$ cat config.mk
export PLATFORM = sky130hd
export DESIGN_NAME = dmac4_core
export DESIGN_NICKNAME = d
export VERILOG_FILES = /design/src/rtl/dmac4_pkg.sv /design/src/rtl/dmac4_chan.sv /design/src/rtl/dmac4_arb.sv /design/src/rtl/dmac4_regif.sv /design/src/rtl/dmac4_core.sv
export SDC_FILE = /design/constraint.sdc
export NUM_CORES = 1
export LEC_CHECK = 0
export BUFFER_PORTS_ARGS = -buffer_cell sky130_fd_sc_hd__buf_2
export CAP_MARGIN = 20
export CELL_PAD_IN_SITES_DETAIL_PLACEMENT = 0
export CELL_PAD_IN_SITES_GLOBAL_PLACEMENT = 1
export CORE_ASPECT_RATIO = 0.6
export CORE_MARGIN = 5
export CORE_UTILIZATION = 40
export CTS_BUF_LIST = sky130_fd_sc_hd__clkbuf_8
export DETAILED_ROUTE_END_ITERATION = 7
export PLACE_DENSITY_LB_ADDON = 0.1
export SYNTH_ARGS = -nofsm -noshare
export SYNTH_HDL_FRONTEND = slang
export SYNTH_HIERARCHICAL = 1
export SYNTH_SLANG_ARGS = --single-unit
$ cat constraint.sdc
create_clock -name clk_i -period 3.1 [get_ports clk_i]
set_input_delay 0.155 -clock clk_i [delete_from_list [all_inputs] [get_ports clk_i]]
set_output_delay 0.155 -clock clk_i [all_outputs]
set_load 0.02 [all_outputs]
$ cat src/rtl/dmac4_pkg.sv
package dmac4_pkg;
  localparam int DW = 8;
  localparam int AW = 16;

  // mode register fields
  localparam int MD_DIR_LO  = 2;
  localparam int MD_AUTO    = 4;
  localparam int MD_TYPE_LO = 6;
  localparam logic [1:0] DIR_RD   = 2'b10;
  localparam logic [1:0] TYPE_PASS = 2'b11;
  // mask register field
  localparam int MK_SET = 2;

  typedef struct packed {
    logic pass;
    logic auto_rl;
    logic rd_dir;
  } chan_mode_t;

  function automatic chan_mode_t decode_mode(input logic [DW-1:0] v);
    chan_mode_t m;
    m.pass    = (v[MD_TYPE_LO +: 2] == TYPE_PASS);
    m.auto_rl = v[MD_AUTO];
    m.rd_dir  = (v[MD_DIR_LO +: 2] == DIR_RD);
    return m;
  endfunction
endpackage

$ cat src/rtl/dmac4_chan.sv
module dmac4_chan
  import dmac4_pkg::*;
(
  input  logic          clk_i,
  input  logic          rst_ni,
  input  logic          addr_we_i,
  input  logic          cnt_we_i,
  input  logic          hi_i,
  input  logic [DW-1:0] wdata_i,
  input  logic          mode_we_i,
  input  logic          mask_we_i,
  input  logic          clr_i,
  input  logic          step_i,
  output logic [AW-1:0] cur_addr_o,
  output logic [AW-1:0] cur_cnt_o,
  output chan_mode_t    mode_o,
  output logic          mask_o,
  output logic          tc_ev_o,
  output logic          tc_flag_o
);
  logic [AW-1:0] base_a, base_c, cur_a, cur_c;
  chan_mode_t    mode_q;
  logic          mask_q, flag_q;
  logic          tc_ev;

  assign tc_ev = step_i && (cur_c == '0);

  always_ff @(posedge clk_i or negedge rst_ni) begin
    if (!rst_ni) begin
      base_a <= '0;
      cur_a  <= '0;
    end else if (addr_we_i) begin
      if (hi_i) begin
        base_a[AW-1:DW] <= wdata_i;
        cur_a[AW-1:DW]  <= wdata_i;
      end else begin
        base_a[DW-1:0] <= wdata_i;
        cur_a[DW-1:0]  <= wdata_i;
      end
    end else if (step_i) begin
      cur_a <= (tc_ev && mode_q.auto_rl) ? base_a : cur_a + 1'b1;
    end
  end

  always_ff @(posedge clk_i or negedge rst_ni) begin
    if (!rst_ni) begin
      base_c <= '0;
      cur_c  <= '0;
    end else if (cnt_we_i) begin
      if (hi_i) begin
        base_c[AW-1:DW] <= wdata_i;
        cur_c[AW-1:DW]  <= wdata_i;
      end else begin
        base_c[DW-1:0] <= wdata_i;
        cur_c[DW-1:0]  <= wdata_i;
      end
    end else if (step_i) begin
      cur_c <= (tc_ev && mode_q.auto_rl) ? base_c : cur_c - 1'b1;
    end
  end

  always_ff @(posedge clk_i or negedge rst_ni) begin
    if (!rst_ni) begin
      mode_q <= '0;
      mask_q <= 1'b1;
      flag_q <= 1'b0;
    end else begin
      if (mode_we_i) mode_q <= decode_mode(wdata_i);
      if (mask_we_i) mask_q <= wdata_i[MK_SET];
      if (tc_ev)      flag_q <= 1'b1;
      else if (clr_i) flag_q <= 1'b0;
    end
  end

  assign cur_addr_o = cur_a;
  assign cur_cnt_o  = cur_c;
  assign mode_o     = mode_q;
  assign mask_o     = mask_q;
  assign tc_ev_o    = tc_ev;
  assign tc_flag_o  = flag_q;


  addr_step_chk: assert property (@(posedge clk_i) disable iff (!rst_ni)
    step_i && !tc_ev && !addr_we_i |=> cur_a == AW'($past(cur_a) + 1'b1));

  cnt_step_chk: assert property (@(posedge clk_i) disable iff (!rst_ni)
    step_i && !tc_ev && !cnt_we_i |=> cur_c == AW'($past(cur_c) - 1'b1));

  wrap_chk: assert property (@(posedge clk_i) disable iff (!rst_ni)
    tc_ev && !mode_q.auto_rl && !cnt_we_i |=> cur_c == '1);

  reload_chk: assert property (@(posedge clk_i) disable iff (!rst_ni)
    tc_ev && mode_q.auto_rl && !cnt_we_i && !addr_we_i
    |=> cur_c == base_c && cur_a == base_a);

  flag_clr_chk: assert property (@(posedge clk_i) disable iff (!rst_ni)
    clr_i && !tc_ev |=> !flag_q);
endmodule

$ cat src/rtl/dmac4_arb.sv
module dmac4_arb #(
  parameter int NCH = 4
) (
  input  logic           clk_i,
  input  logic           rst_ni,
  input  logic [NCH-1:0] dreq_i,
  input  logic [NCH-1:0] mask_i,
  input  logic [NCH-1:0] pass_i,
  output logic [NCH-1:0] gnt_o
);
  logic [NCH-1:0] gnt_q, pick;
  logic           hold;

  always_comb begin
    pick = '0;
    for (int i = NCH - 1; i >= 0; i--)
      if (dreq_i[i] && !mask_i[i]) pick = NCH'(1) << i;
  end

  assign hold = |(gnt_q & pass_i & dreq_i);

  always_ff @(posedge clk_i or negedge rst_ni) begin
    if (!rst_ni)          gnt_q <= '0;
    else if (hold)        gnt_q <= gnt_q;
    else if (gnt_q != '0) gnt_q <= '0;
    else                  gnt_q <= pick;
  end

  assign gnt_o = gnt_q;


  gnt_onehot_chk: assert property (@(posedge clk_i) disable iff (!rst_ni)
    $onehot0(gnt_q));

  single_len_chk: assert property (@(posedge clk_i) disable iff (!rst_ni)
    (gnt_q & ~pass_i) != '0 |=> gnt_q == '0);

  mask_gnt_chk: assert property (@(posedge clk_i) disable iff (!rst_ni)
    (mask_i & ~gnt_q) != '0 |=> (gnt_q & $past(mask_i & ~gnt_q)) == '0);
endmodule

$ cat src/rtl/dmac4_regif.sv
module dmac4_regif
  import dmac4_pkg::*;
#(
  parameter int NCH = 4,
  localparam int RAW = $clog2(2 * NCH + 4),
  localparam int CSW = $clog2(NCH)
) (
  input  logic           clk_i,
  input  logic           rst_ni,
  input  logic [RAW-1:0] addr_i,
  input  logic [DW-1:0]  wdata_i,
  input  logic           we_i,
  input  logic           re_i,
  input  logic [AW-1:0]  cur_addr_i [NCH],
  input  logic [AW-1:0]  cur_cnt_i  [NCH],
  input  logic [NCH-1:0] tc_flag_i,
  output logic [DW-1:0]  rdata_o,
  output logic           hi_o,
  output logic [NCH-1:0] addr_we_o,
  output logic [NCH-1:0] cnt_we_o,
  output logic [NCH-1:0] mode_we_o,
  output logic [NCH-1:0] mask_we_o,
  output logic           stat_rd_o
);
  localparam int OFS_STAT = 2 * NCH;
  localparam int OFS_MASK = 2 * NCH + 1;
  localparam int OFS_MODE = 2 * NCH + 2;
  localparam int OFS_CLR  = 2 * NCH + 3;

  logic           hi_q;
  logic           in_pair;
  logic [RAW-2:0] pair;
  logic [CSW-1:0] sel;

  assign in_pair = (int'(addr_i) < 2 * NCH);
  assign pair    = addr_i[RAW-1:1];
  assign sel     = wdata_i[CSW-1:0];

  always_ff @(posedge clk_i or negedge rst_ni) begin
    if (!rst_ni)                                   hi_q <= 1'b0;
    else if (we_i && int'(addr_i) == OFS_CLR)      hi_q <= 1'b0;
    else if ((we_i || re_i) && in_pair)            hi_q <= ~hi_q;
  end

  for (genvar n = 0; n < NCH; n++) begin : g_strb
    assign addr_we_o[n] = we_i && in_pair && int'(pair) == n && !addr_i[0];
    assign cnt_we_o[n]  = we_i && in_pair && int'(pair) == n &&  addr_i[0];
    assign mode_we_o[n] = we_i && int'(addr_i) == OFS_MODE && int'(sel) == n;
    assign mask_we_o[n] = we_i && int'(addr_i) == OFS_MASK && int'(sel) == n;
  end

  always_comb begin
    logic [AW-1:0] w;
    rdata_o = '0;
    w       = '0;
    if (in_pair) begin
      w = addr_i[0] ? cur_cnt_i[pair[CSW-1:0]] : cur_addr_i[pair[CSW-1:0]];
      rdata_o = hi_q ? w[AW-1:DW] : w[DW-1:0];
    end else if (int'(addr_i) == OFS_STAT) begin
      rdata_o = DW'(tc_flag_i);
    end
  end

  assign hi_o      = hi_q;
  assign stat_rd_o = re_i && int'(addr_i) == OFS_STAT;


  clr_ff_chk: assert property (@(posedge clk_i) disable iff (!rst_ni)
    we_i && int'(addr_i) == OFS_CLR |=> !hi_q);

  toggle_chk: assert property (@(posedge clk_i) disable iff (!rst_ni)
    (we_i || re_i) && in_pair |=> hi_q != $past(hi_q));
endmodule

$ cat src/rtl/dmac4_core.sv
module dmac4_core
  import dmac4_pkg::*;
#(
  parameter int NCH = 4,
  localparam int RAW = $clog2(2 * NCH + 4)
) (
  input  logic           clk_i,
  input  logic           rst_ni,
  input  logic [RAW-1:0] reg_addr_i,
  input  logic [DW-1:0]  reg_wdata_i,
  input  logic           reg_we_i,
  input  logic           reg_re_i,
  output logic [DW-1:0]  reg_rdata_o,
  input  logic [NCH-1:0] dreq_i,
  output logic [NCH-1:0] dack_o,
  output logic [AW-1:0]  mem_addr_o,
  output logic           xfer_o,
  output logic           dir_rd_o,
  output logic           tc_o
);
  logic [AW-1:0]  cur_a [NCH];
  logic [AW-1:0]  cur_c [NCH];
  chan_mode_t     mode  [NCH];
  logic [NCH-1:0] mask, pass, tc_ev, tc_flag, step, gnt;
  logic [NCH-1:0] addr_we, cnt_we, mode_we, mask_we;
  logic           hi, stat_rd;

  dmac4_regif #(.NCH(NCH)) u_regif (
    .clk_i, .rst_ni,
    .addr_i(reg_addr_i), .wdata_i(reg_wdata_i), .we_i(reg_we_i), .re_i(reg_re_i),
    .cur_addr_i(cur_a), .cur_cnt_i(cur_c), .tc_flag_i(tc_flag),
    .rdata_o(reg_rdata_o), .hi_o(hi),
    .addr_we_o(addr_we), .cnt_we_o(cnt_we), .mode_we_o(mode_we), .mask_we_o(mask_we),
    .stat_rd_o(stat_rd)
  );

  for (genvar n = 0; n < NCH; n++) begin : g_ch
    dmac4_chan u_ch (
      .clk_i, .rst_ni,
      .addr_we_i(addr_we[n]), .cnt_we_i(cnt_we[n]), .hi_i(hi), .wdata_i(reg_wdata_i),
      .mode_we_i(mode_we[n]), .mask_we_i(mask_we[n]), .clr_i(stat_rd),
      .step_i(step[n]),
      .cur_addr_o(cur_a[n]), .cur_cnt_o(cur_c[n]), .mode_o(mode[n]),
      .mask_o(mask[n]), .tc_ev_o(tc_ev[n]), .tc_flag_o(tc_flag[n])
    );
    assign pass[n] = mode[n].pass;
  end

  dmac4_arb #(.NCH(NCH)) u_arb (
    .clk_i, .rst_ni, .dreq_i, .mask_i(mask), .pass_i(pass), .gnt_o(gnt)
  );

  assign step   = gnt & ~pass;
  assign dack_o = gnt;
  assign xfer_o = |step;
  assign tc_o   = |tc_ev;

  always_comb begin
    mem_addr_o = '0;
    dir_rd_o   = 1'b0;
    for (int n = 0; n < NCH; n++)
      if (step[n]) begin
        mem_addr_o = mem_addr_o | cur_a[n];
        dir_rd_o   = dir_rd_o | mode[n].rd_dir;
      end
  end


  pass_no_xfer_chk: assert property (@(posedge clk_i) disable iff (!rst_ni)
    (dack_o & pass) != '0 |-> !xfer_o);

  rst_idle_chk: assert property (@(posedge clk_i) disable iff (!rst_ni)
    $rose(rst_ni) |-> dack_o == '0);
endmodule

# ---- Yosys cells after proc, flatten, opt, wreduce, memory -nomap -nowiden
# Index checks and enable logic that the tools add are counted.
dict set report word_totals {
  ff_bits 281
  inputBits 20
  output_inout_bits 31
}
dict set report classes {
  bitwise_logic 12
  n_reduce_logical 99
  n_eq_ne 28
  mux 56
  add_sub_neg 8
  magnitude_cmp 2
}
# operator n
set op_table {}
lappend op_table {{two-way mux 16 bit} 33}
lappend op_table {{adder 16 x 1 -> 16 bit, second input constant} 4}
lappend op_table {{binary-select mux 16 bit (select 2 bit)} 2}
lappend op_table {{logical NOT 16 bit} 4}
lappend op_table {{AND reduction 2 bit} 32}
lappend op_table {{subtractor 16 x 1 -> 16 bit, second input constant} 4}
lappend op_table {{OR 16 bit} 3}
lappend op_table {{logical AND 1 bit} 38}
lappend op_table {{two-way mux 8 bit} 4}
lappend op_table {{!= test 2 bit, second input constant} 16}
lappend op_table {{nonzero test 2 bit} 13}
lappend op_table {{two-way mux 4 bit} 6}
lappend op_table {{== test 4 bit, second input constant} 4}
lappend op_table {{bitwise AND 4 bit} 3}
lappend op_table {{OR reduction 4 bit} 3}
lappend op_table {{two-way mux 1 bit} 11}
lappend op_table {{== test 2 bit, second input constant} 4}
lappend op_table {{== test 3 bit, second input constant} 2}
lappend op_table {{logical NOT 1 bit} 5}
lappend op_table {{< comparator 4 bit, second input constant} 1}
lappend op_table {{NOT 4 bit} 1}
lappend op_table {{nonzero test 4 bit} 1}
lappend op_table {{== test 3 x 2 -> 1 bit, second input constant} 1}
lappend op_table {{>= comparator 3 bit, second input constant} 1}
lappend op_table {{7 further kinds} 9}

# ---- Logic depth before layout (Yosys ltp)
# Gate-level depths: netlist (run 1).
dict set report depth {
  ltp_word 9
  depth_mapped 12
  depth_no_buf 8
}

# ---- Cells and area by module
# The synthesis (run 1) kept the hierarchy.
# module cells_per_inst n_inst area_each_um2
set modules_own_cells {}
lappend modules_own_cells {{dmac4_chan (g_ch[0].u_ch ...)} 396 3 3885.0}
lappend modules_own_cells {{dmac4_chan (g_ch[3].u_ch)} 416 1 3942.5}
lappend modules_own_cells {dmac4_regif 139 1 1332.5}
lappend modules_own_cells {dmac4_core 104 1 725.7}
lappend modules_own_cells {dmac4_arb 22 1 221.5}

# ---- Least setup slack after synthesis (run 1)
# Ideal clock, no wire load.
dict set report synth_timing {
  path_type {register -> register}
  start {register u_arb.gnt_q[3], in the netlist u_arb/gnt_o[3]}
  end {register g_ch[3].u_ch.cur_a[11]}
  n_path_buf 3
  synth_period_minus_slack_ps 2305
  slack_ps 795
  path_stages_with_launch 11
  setup_time_ps 138
  t_arrival_ps 2167
  path_cell_list {dfrtp_1 nand2b_1 buf_2 buf_6 inv_1 nor4b_1 and4_1 nand3_2 buf_4 o31ai_1 a21oi_1}
}
dict set report synth_between {
  elab_chain_cells 6
  word_cells_on_any_way 8
  classes_between {3 x mux; 1 x bitwise; 4 x reduce/logical}
}
# item line
set synth_lines {}
lappend synth_lines {{start: declaration} dmac4_arb.sv:11} ;# logic [NCH-1:0] gnt_q, pick;
lappend synth_lines {{start signal: assignment} dmac4_arb.sv:24} ;# else if (hold) gnt_q <= gnt_q;
lappend synth_lines {{start signal: assignment} dmac4_arb.sv:26} ;# else gnt_q <= pick;
lappend synth_lines {{bitwise AND 4 bit (*)} dmac4_core.sv:53} ;# assign step = gnt & ~pass;
lappend synth_lines {{named net step[3]} dmac4_core.sv:24} ;# logic [NCH-1:0] mask, pass, tc_ev, tc_flag, step, gnt;
lappend synth_lines {{logical AND 1 bit} dmac4_chan.sv:26} ;# assign tc_ev = step_i && (cur_c == '0);
lappend synth_lines {{logical AND 1 bit} dmac4_chan.sv:41} ;# cur_a <= (tc_ev && mode_q.auto_rl) ? base_a : cur_a + 1'b1;
lappend synth_lines {{two-way mux 16 bit} dmac4_chan.sv:41}
lappend synth_lines {{two-way mux 16 bit} dmac4_chan.sv:40} ;# end else if (step_i) begin
lappend synth_lines {{two-way mux 16 bit} dmac4_chan.sv:32} ;# end else if (addr_we_i) begin
lappend synth_lines {{end signal: indexed assignment} dmac4_chan.sv:35} ;# cur_a[AW-1:DW] <= wdata_i;
lappend synth_lines {{end signal: indexed assignment} dmac4_chan.sv:38} ;# cur_a[DW-1:0] <= wdata_i;
lappend synth_lines {{end signal: assignment} dmac4_chan.sv:41}
lappend synth_lines {{end: declaration} dmac4_chan.sv:21} ;# logic [AW-1:0] base_a, base_c, cur_a, cur_c;
# The timed path passes the listed nets; every way through them passes the cells marked *. The select of a mux whose other input is x is not followed.
# A chain may end at the register's enable or synchronous reset.

# ---- Final worst setup path (run 1)
dict set report layout_timing {
  start {register u_regif.hi_q, in the netlist u_regif/hi_o}
  end {output port reg_rdata_o[2]}
}
dict set report layout_between {
  elab_chain_cells 2
}
# item line
set layout_lines {}
lappend layout_lines {{start: declaration} dmac4_regif.sv:30} ;# logic hi_q;
lappend layout_lines {{start signal: assignment} dmac4_regif.sv:42} ;# else if ((we_i || re_i) && in_pair) hi_q <= ~hi_q;
lappend layout_lines {{two-way mux 8 bit} dmac4_regif.sv:58} ;# rdata_o = hi_q ? w[AW-1:DW] : w[DW-1:0];
lappend layout_lines {{two-way mux 8 bit} dmac4_regif.sv:56} ;# if (in_pair) begin
lappend layout_lines {{end: declaration} dmac4_core.sv:13} ;# output logic [DW-1:0] reg_rdata_o,
# No other way between the ends.

==> impl_metrics.tcl, run 1 <==
set metrics [dict create \
    status "finished, final reports clean" \
    critPathKind "reg -> out" \
    fin_util_pct 44.6 \
    r2r_setup_slack_ns 0.46 \
    nets 1958 \
    viasPerCell 6.02 \
    die_y_um 174 \
    cts_root_buf "clkbuf_8" \
    cts-buffers-inserted 48 \
    hold_viol_final 0 \
    setup_violations 0 \
    wl_per_cell_um 25.9 \
    dp_hpwl_mm 46.7 \
    fin_hold_ws_ns 0.0549 \
    rows 60 \
    setup.worst_path.start_class "register" \
    ant_nets 0 \
    combPwrFrac_pct 35.1 \
    yosysWarnings 6 \
    seqPwrFrac_pct 43.7 \
    drt-total-wl_mm 66.1 \
    htree_levels 2 \
    fin_skew_ns 0.0340 \
    cts.sink_count 281 \
    grt_pass1_vias 14800 \
    synth_area_leaders "dfrtp_1, mux2_2, mux2i_1" \
    tightest_slew_ns 0.972 \
    slew-limit-headroom_pct 35.2 \
    initial_core_util_pct 40.2 \
    drtPass1Iterations 6 \
    grt_max_degree 85 \
    cts_buffer_depth 3 \
    timing.rr.start "u_arb/gnt_o[3]" \
    final_min_period_over_clock_period_pct 93.9 \
    io_pins 51 \
    holdCritStartpoint "reg_we_i" \
    syn2layout_area_growth_pct 11.1 \
    fmax_mhz 343 \
    async_flop_share_pct 100 \
    powerDensity_nw_per_um2 809 \
    synth-seq-area-share_pct 39.4 \
    switching_share_pct 42.5 \
    clkPwrFrac_pct 21.2 \
    max-vdd-ir-drop_mv 0.436 \
    rsz0062_at_grt "no" \
    yosys.area.top_type "dfrtp_1" \
    dieArea_um2 49200 \
    io_buffers 50 \
    overflow 0 \
    drcViolationCount 0 \
    maxCapViolations 0 \
    yosys-top-cells-count "dfrtp_1, nand2_1, nor2_1" \
    track_usage_pct 26.4 \
    core_region_area_um2 44500 \
    synth_area_um2 17900 \
    synth_most_common_cell "dfrtp_1" \
    hold_depth 3 \
    slowest_stage "dfrtp_4" \
    grt_pass1_wl_mm 100 \
    gp_congestion 0.907 \
    slew_violations 0 \
    leakage_uw 0.00886 \
    cts.reportedPaths.clkPinSlew_ns 0.08 \
    synth_edf_count 0 \
    die_x_um 283 \
    yosys.area.top_type_share_pct 38.8 \
    crit_arrival_ns 2.76 \
    slowest_delay_ns 0.96 \
    cp.required_ns 2.94 \
    synth_cell_types 74 \
    syn_nets 1901 \
    drive_gt1_share_pct 20.3 \
    hold_class "in -> reg" \
    crit_path_end_kind "output port" \
    path_max_fanout 45 \
    synthCells 1869 \
    drt_iter0_markers 1587 \
    clkLatencyLatePin_ns 0.61 \
    tritoncts "done" \
    hold_path_end "u_regif/hi_o" \
    fill_cells 4338 \
    antenna_found_initial 3 \
    synthFlopType "dfrtp_1" \
    crit_chain "nand2b_1, a21oi_1, nand3_1, o211ai_1, buf_2" \
    ys_seq_elements 281 \
    rr_worst_depth 7 \
    total_power_uw 16100 \
    reg2reg_to "g_ch[3].u_ch/cur_addr_o[9]" \
    avgSynthCellArea_um2 9.57 \
    setup_tns_ns 0 \
    post-route-min-period_ns 2.91 \
    p_int_uw 9230 \
    vias 15400 \
    p_sw_uw 6830 \
]
power by group through the flow:
stage | registers (µW) | clock network, µW | logic, µW
6_report | 7020 | 3410 | 5640
2_1_floorplan | 6010 | 0 | 4170
3_5_place_dp | 6980 | 0 | 5550
5_1_grt | 7170 | 3680 | 6200
4_1_cts | 6920 | 3510 | 5580
3_3_place_gp | 6960 | 0 | 5500
state kept, by name, summed over array words and instances (netlist names):
register and flops:
g_ch.u_ch/base_a 64, g_ch.u_ch/tc_flag_o 4, g_ch.u_ch/base_c 64, g_ch.u_ch/cur_addr_o 64
u_regif/hi_o 1, g_ch.u_ch/mask_o 4, u_arb/gnt_o 4, g_ch.u_ch/mode_o 12
g_ch.u_ch/cur_cnt_o 64
worst max-delay path, delay by kind of cell, from the launching register on:
| family | cells | cell delay (ns) |
|---|---|---|
| and+or+nand+nor | 2 | 0.52 |
| AOI/OAI and AO/OA | 2 | 0.41 |
| DFF | 1 | 0.96 |
| buffers and inverters | 1 | 0.23 |
per-stage QoR:
| stage | cell area, µm² | worst slack (ns) | cells |
|---|---|---|---|
| 2_1_floorplan | 17900 | 0.795 | 1869 |
| 3_3_place_gp | 18900 | 0.613 | 2459 |
| 3_5_place_dp | 18900 | 0.552 | 2459 |
| 4_1_cts | 19900 | 0.161 | 2549 |
| 5_1_grt | 19900 | 0.0886 | 2550 |
| 6_report | 19900 | 0.188 | 2551 |
placed cells by master (no fill, tap or decap), types with 61 or more instances in the layout:
cell type / n
a21oi_1: 66
buf_4: 76
nor2_1: 124
mux2i_1: 103
inv_1: 76
nand3_1: 84
mux2_2: 118
xnor2_1: 76
a22oi_1: 61
dfrtp_1: 276
o21ai_0: 82
nand2_1: 206
metal layers:
metal / global-route usage (%) / vias up / share of wire (%)
li1: - / 6924 / -
met1: 41.1 / 7716 / 49
met4: 6.64 / 0 / 2.5
met2: 35.4 / 629 / 40
met5: 0 / - / 0
met3: 7.46 / 91 / 9.2
how the worst max path moves through the flow:
| stage | slack [ns] | depth (start not counted) | from | endpoint |
|---|---|---|---|---|
| after floorplan | 0.79 | 10 | u_arb/gnt_o[3] | g_ch[3].u_ch/cur_addr_o[11] |
| after global placement | 0.61 | 7 | reg_addr_i[0] | g_ch[1].u_ch/cur_addr_o[12] |
| after detailed placement | 0.55 | 7 | u_arb/gnt_o[3] | g_ch[3].u_ch/cur_cnt_o[13] |
| after CTS | 0.16 | 5 | u_regif/hi_o | reg_rdata_o[2] |
| after global routing | 0.09 | 5 | u_regif/hi_o | reg_rdata_o[1] |
| final | 0.19 | 5 | u_regif/hi_o | reg_rdata_o[2] |
layout make-up:
| cell class | count | area [µm²] | share of cell area (%) |
|---|---|---|---|
| Sequential cell | 281 | 7040 | 35.4 |
| Multi-Input combinational cell | 1405 | 10000 | 50.3 |
| Clock buffer | 55 | 757 | 3.81 |
| Antenna cell | 2 | 5.00 | 0.0252 |
| Timing Repair Buffer | 135 | 951 | 4.79 |
| Tap cell | 589 | 737 | 3.71 |
| Inverter | 55 | 206 | 1.04 |
| Clock inverter | 29 | 174 | 0.875 |
kinds of logic after synthesis:
group	count (synthesis)	synth area share, %
AOI/OAI and AO/OA	388	14.3
and+or+nand+nor	658	19.6
adders and majority gates	12	0.840
DFF	281	39.4
buffers and inverters	183	4.78
xor gates and xnor gates	104	5.10
muxes	243	16.0
timing repair:
item                      in CTS  in global routing
hold buffers                   6                  0
setup buffers                  0                  0
resized for setup              0                  0
hold endpoints to repair      84                  0
(Power assumes the default switching activity.)
==> run 2: changes to the inputs <==
Clock period 3.1 ns to 3.3 ns, I/O delays scaled along.
==> impl_metrics.tcl, run 2 (synthesis gave the netlist of run 1 again) <==
set metrics [dict create \
    slowest_stage "nor4_4" \
    antenna_found_initial 3 \
    tritoncts "done" \
    final_min_period_over_clock_period_pct 90.8 \
    syn2layout_area_growth_pct 11.9 \
    fin_skew_ns 0.0250 \
    reg2reg_to "g_ch[3].u_ch/cur_addr_o[11]" \
    crit_chain "nor4_4, nand4_4, nor3_1, or4_1, buf_2" \
    hold_buffers 8 \
    cts-buffers-inserted 49 \
    rows 60 \
    layout_commonest_cell "dfrtp_1" \
    max-vdd-ir-drop_mv 0.333 \
    slew-limit-headroom_pct 29.4 \
    status "finished, final reports clean" \
    cts.sink_count 281 \
    fill_cells 4389 \
    hold_depth 4 \
    drtPass1Iterations 5 \
    die_y_um 174 \
    hold_path_end "u_regif/hi_o" \
    initial_core_util_pct 40.2 \
    cts_root_buf "clkbuf_8" \
    fmax_mhz 334 \
    setup.worst_path.start_class "register" \
    total_power_uw 15300 \
    drive_gt1_share_pct 20.8 \
    grt_pass1_vias 14900 \
    met1_usage_pct 43.2 \
    critPathKind "reg -> out" \
    dieArea_um2 49200 \
    ctsResizeCount 0 \
    dp_hpwl_mm 47.0 \
    core_region_area_um2 44500 \
    cp.required_ns 3.13 \
    drt_iter0_markers 1761 \
    slowest_delay_ns 0.56 \
    rsz0062_at_grt "no" \
    io_pins 51 \
    grt_pass1_wl_mm 101 \
    globalRouteMet3Util_pct 6.04 \
    gp_congestion 0.915 \
    fin_util_pct 44.9 \
    rr_worst_depth 5 \
    wl_per_cell_um 26.2 \
    r2r_setup_slack_ns 0.69 \
    maxCapViolations 0 \
    busiest_layer "met1" \
    hold_viol_final 0 \
    setup_violations 0 \
    track_usage_pct 26.7 \
    clkLatencyLatePin_ns 0.61 \
    gr-usage-met2_pct 34.6 \
    multiInputGateArea_um2 10000 \
    leakage_uw 0.00891 \
    final_cell_mix "dfrtp_1, nand2_1, nor2_1" \
    path_max_fanout 10 \
    vias 15500 \
    overflow 0 \
    cts_buffer_depth 3 \
    die_x_um 283 \
    crit_path_end_kind "output port" \
    register_area_um2 7040 \
    tightest_slew_ns 1.06 \
    nets 1962 \
    hold_class "in -> reg" \
    holdCritStartpoint "reg_we_i" \
    cts_setup_buffers 0 \
    drt-total-wl_mm 67.1 \
    crit_arrival_ns 2.83 \
    grt_max_degree 107 \
    setup_tns_ns 0 \
    io_buffers 50 \
    timing.rr.start "g_ch[3].u_ch/cur_cnt_o[4]" \
    post-route-min-period_ns 3.00 \
    drcViolationCount 0 \
    viasPerCell 6.08 \
    cts.reportedPaths.clkPinSlew_ns 0.06 \
    powerDensity_nw_per_um2 765 \
    ant_nets 0 \
    slew_violations 0 \
    htree_levels 2 \
]
## run 2: changes by cell type in the layout (fill, tap and decap cells not counted)
cell and delta:
buf_12 +1, clkbuf_8 +10, dlygate4sd3_1 +2, clkinvlp_4 -1
clkinv_2 +2, inv_1 -6, clkinv_4 +1, bufinv_16 -1
diode_2 -1
## run 2: per-stage QoR
stage	hold WS (ns)	setup WS [ns]	std cells	instance area [µm²]
finish	0.0918	0.303	2558	20000
global route	0.0703	0.125	2557	20000
CTS	0.0198	0.274	2557	20000
detailed placement	0.318	0.538	2460	18900
global placement	0.304	0.545	2460	18900
floorplan	-0.131	0.995	1869	17900
## run 2: routing by layer
layer	up-vias	share of wire [%]
li1	6928	-
met1	7875	50
met3	117	8.4
met4	2	2.9
met5	-	0.019
met2	625	38
## run 2: worst max path at each step
| stage | start | end | slack (ns) |
|---|---|---|---|
| after floorplan | u_arb/gnt_o[3] | g_ch[3].u_ch/cur_addr_o[11] | 0.99 |
| after global placement | reg_addr_i[2] | g_ch[2].u_ch/cur_addr_o[14] | 0.54 |
| after detailed placement | reg_addr_i[2] | g_ch[2].u_ch/cur_addr_o[9] | 0.54 |
| after CTS | g_ch[0].u_ch/cur_cnt_o[4] | tc_o | 0.27 |
| after global routing | g_ch[0].u_ch/cur_cnt_o[4] | tc_o | 0.13 |
| final | g_ch[0].u_ch/cur_cnt_o[4] | tc_o | 0.30 |
## run 2: worst max-delay path, delay by kind of cell, from the launching register on
kind	cells	cell delay (ns)
AND/OR/NAND/NOR	4	1.52
flip-flops	1	0.54
buffers and inverters	1	0.18
## run 2: report_power, final
| group | switching, µW | internal (µW) | total [µW] | leakage (µW) |
|---|---|---|---|---|
| clock | 1590 | 1830 | 3420 | 0.000589 |
| sequential | 2060 | 4520 | 6580 | 0.00342 |
| combinational | 2810 | 2480 | 5290 | 0.00490 |
| total | 6460 | 8830 | 15300 | 0.00891 |
## run 2: cell type report
cell class                 instances  area share [%]
multi-input combinational       1405            50.0
sequential                       281            35.2
timing repair buffer             138            4.95
clock buffer                      65            4.47
tap                              589            3.68
inverter                          55            1.03
clock inverter                    24           0.663
antenna                            1          0.0125
==> run 3: changes to the inputs <==
Settings changed: HOLD_SLACK_MARGIN set to 0.15.
==> impl_metrics.tcl, run 3 (synthesis gave the netlist of run 1 again) <==
set metrics [dict create \
    status "finished, final reports clean" \
    setup_ws_ns 0.302 \
    initial_core_util_pct 40.2 \
    p_int_uw 8840 \
    path_max_fanout 10 \
    setup_violations 0 \
    drt-total-wl_mm 67.2 \
    dp_hpwl_mm 47.0 \
    htree_levels 2 \
    post-route-min-period_ns 3.00 \
    viasPerCell 6.09 \
    clkPwrFrac_pct 22.3 \
    die_x_um 283 \
    tightest_slew_ns 1.06 \
    cts_setup_buffers 0 \
    crit_path_end_kind "output port" \
    fin_skew_ns 0.0196 \
    rows 60 \
    vias 15600 \
    dieArea_um2 49200 \
    placed_cells 2460 \
    cts_root_buf "clkbuf_8" \
    crit_arrival_ns 2.83 \
    leakage_uw 0.00894 \
    grt_pass1_vias 14900 \
    fmax_mhz 334 \
    cp.required_ns 3.13 \
    gp_congestion 0.915 \
    tritoncts "done" \
    track_usage_pct 26.7 \
    total_power_uw 15300 \
    slew_violations 0 \
    powerDensity_nw_per_um2 764 \
    die_y_um 174 \
    maxCapViolations 0 \
    critPathKind "reg -> out" \
    io_pins 51 \
    rsz0062_at_grt "no" \
    ant_nets 0 \
    max-vdd-ir-drop_mv 0.332 \
    core_region_area_um2 44500 \
    hold_viol_final 0 \
    grt_max_degree 107 \
    cts.sink_count 281 \
    cts_buffer_depth 3 \
    p_sw_uw 6480 \
    fin_cells 2564 \
    antenna_found_initial 3 \
    drt_iter0_markers 1777 \
    switching_share_pct 42.3 \
    fin_util_pct 45.1 \
    dpl_worst_slack_ns 0.538 \
    setup.worst_path.start_class "register" \
    drcViolationCount 0 \
    seqPwrFrac_pct 43.0 \
    setup_tns_ns 0 \
    syn2layout_area_growth_pct 12.2 \
    cts-buffers-inserted 49 \
    nets 1968 \
    drtPass1Iterations 6 \
    io_buffers 50 \
    cts.reportedPaths.clkPinSlew_ns 0.06 \
    final_cell_mix "dfrtp_1, nand2_1, nor2_1" \
    overflow 0 \
    drive_gt1_share_pct 20.7 \
    final_min_period_over_clock_period_pct 90.8 \
    clkLatencyLatePin_ns 0.61 \
    grt_pass1_wl_mm 101 \
    layout_commonest_cell "dfrtp_1" \
    hold_class "in -> async" \
    combPwrFrac_pct 34.7 \
    slew-limit-headroom_pct 29.6 \
    wl_per_cell_um 26.2 \
]
## run 3: changes by cell type in the layout (fill, tap and decap cells not counted), sizes merged
cell | previous run | this run
dlygate4sd3 | 8 | 14
## run 3: per-stage QoR
stage	hold WS, ns	instance area, µm²
2_1_floorplan	-0.131	17900
3_3_place_gp	0.304	18900
3_5_place_dp	0.318	18900
4_1_cts	0.152	20100
5_1_grt	0.189	20100
6_report	0.207	20100
## run 3: power by group through the flow
stage                     combinational (µW)  clock (µW)  sequential, µW
after detailed placement                5220           0            6560
after global routing                    5850        3680            6720
after floorplan                         3920           0            5650
after CTS                               5270        3500            6500
after global placement                  5150           0            6540
final                                   5310        3420            6590
## run 3: repair_timing
item                                   4_1_cts  5_1_grt
endpoints found under the hold margin      120        0
hold buffers                                14        0
gates resized for setup                      0        0
## run 3: worst paths after layout
kind                                      startpoint                          end  cells after the start  slack [ns]
max in group asynchronous                     rst_ni      g_ch[0].u_ch/base_c[13]                      3        2.02
setup / recovery           g_ch[0].u_ch/cur_cnt_o[4]                         tc_o                      5        0.30
hold / removal                                rst_ni      g_ch[2].u_ch/base_a[13]                      2        0.21
setup reg to reg           g_ch[3].u_ch/cur_cnt_o[4]  g_ch[3].u_ch/cur_addr_o[11]                      5        0.68
min in group clk_i                    reg_wdata_i[2]       g_ch[3].u_ch/base_a[2]                      3        0.21
hold reg to reg               g_ch[3].u_ch/base_a[3]       g_ch[3].u_ch/base_a[3]                      2        0.47
## run 3: area by class of cell
cell class	instances	area (µm²)
Tap cell	589	737
Timing Repair Buffer	144	1050
Multi-Input combinational cell	1405	10000
Sequential cell	281	7040
Clock inverter	24	133
Clock buffer	65	895
Fill cell	4388	24500
Inverter	55	206
Antenna cell	1	2.50
## run 3: worst max-delay path, cell delays in order, from the launching register on
cell	delay [ns]
dfrtp_1	0.54
nor4_4	0.57
nand4_4	0.30
nor3_1	0.44
or4_1	0.22
buf_2	0.18
## run 3: metal layers
metal / share of wire (%) / global-route usage, % / up-vias
li1: - / - / 6933
met2: 38 / 34.7 / 677
met3: 8.8 / 6.03 / 123
met4: 2.9 / 7.70 / 2
met5: 0.019 / 0 / -
met1: 50 / 43.2 / 7870
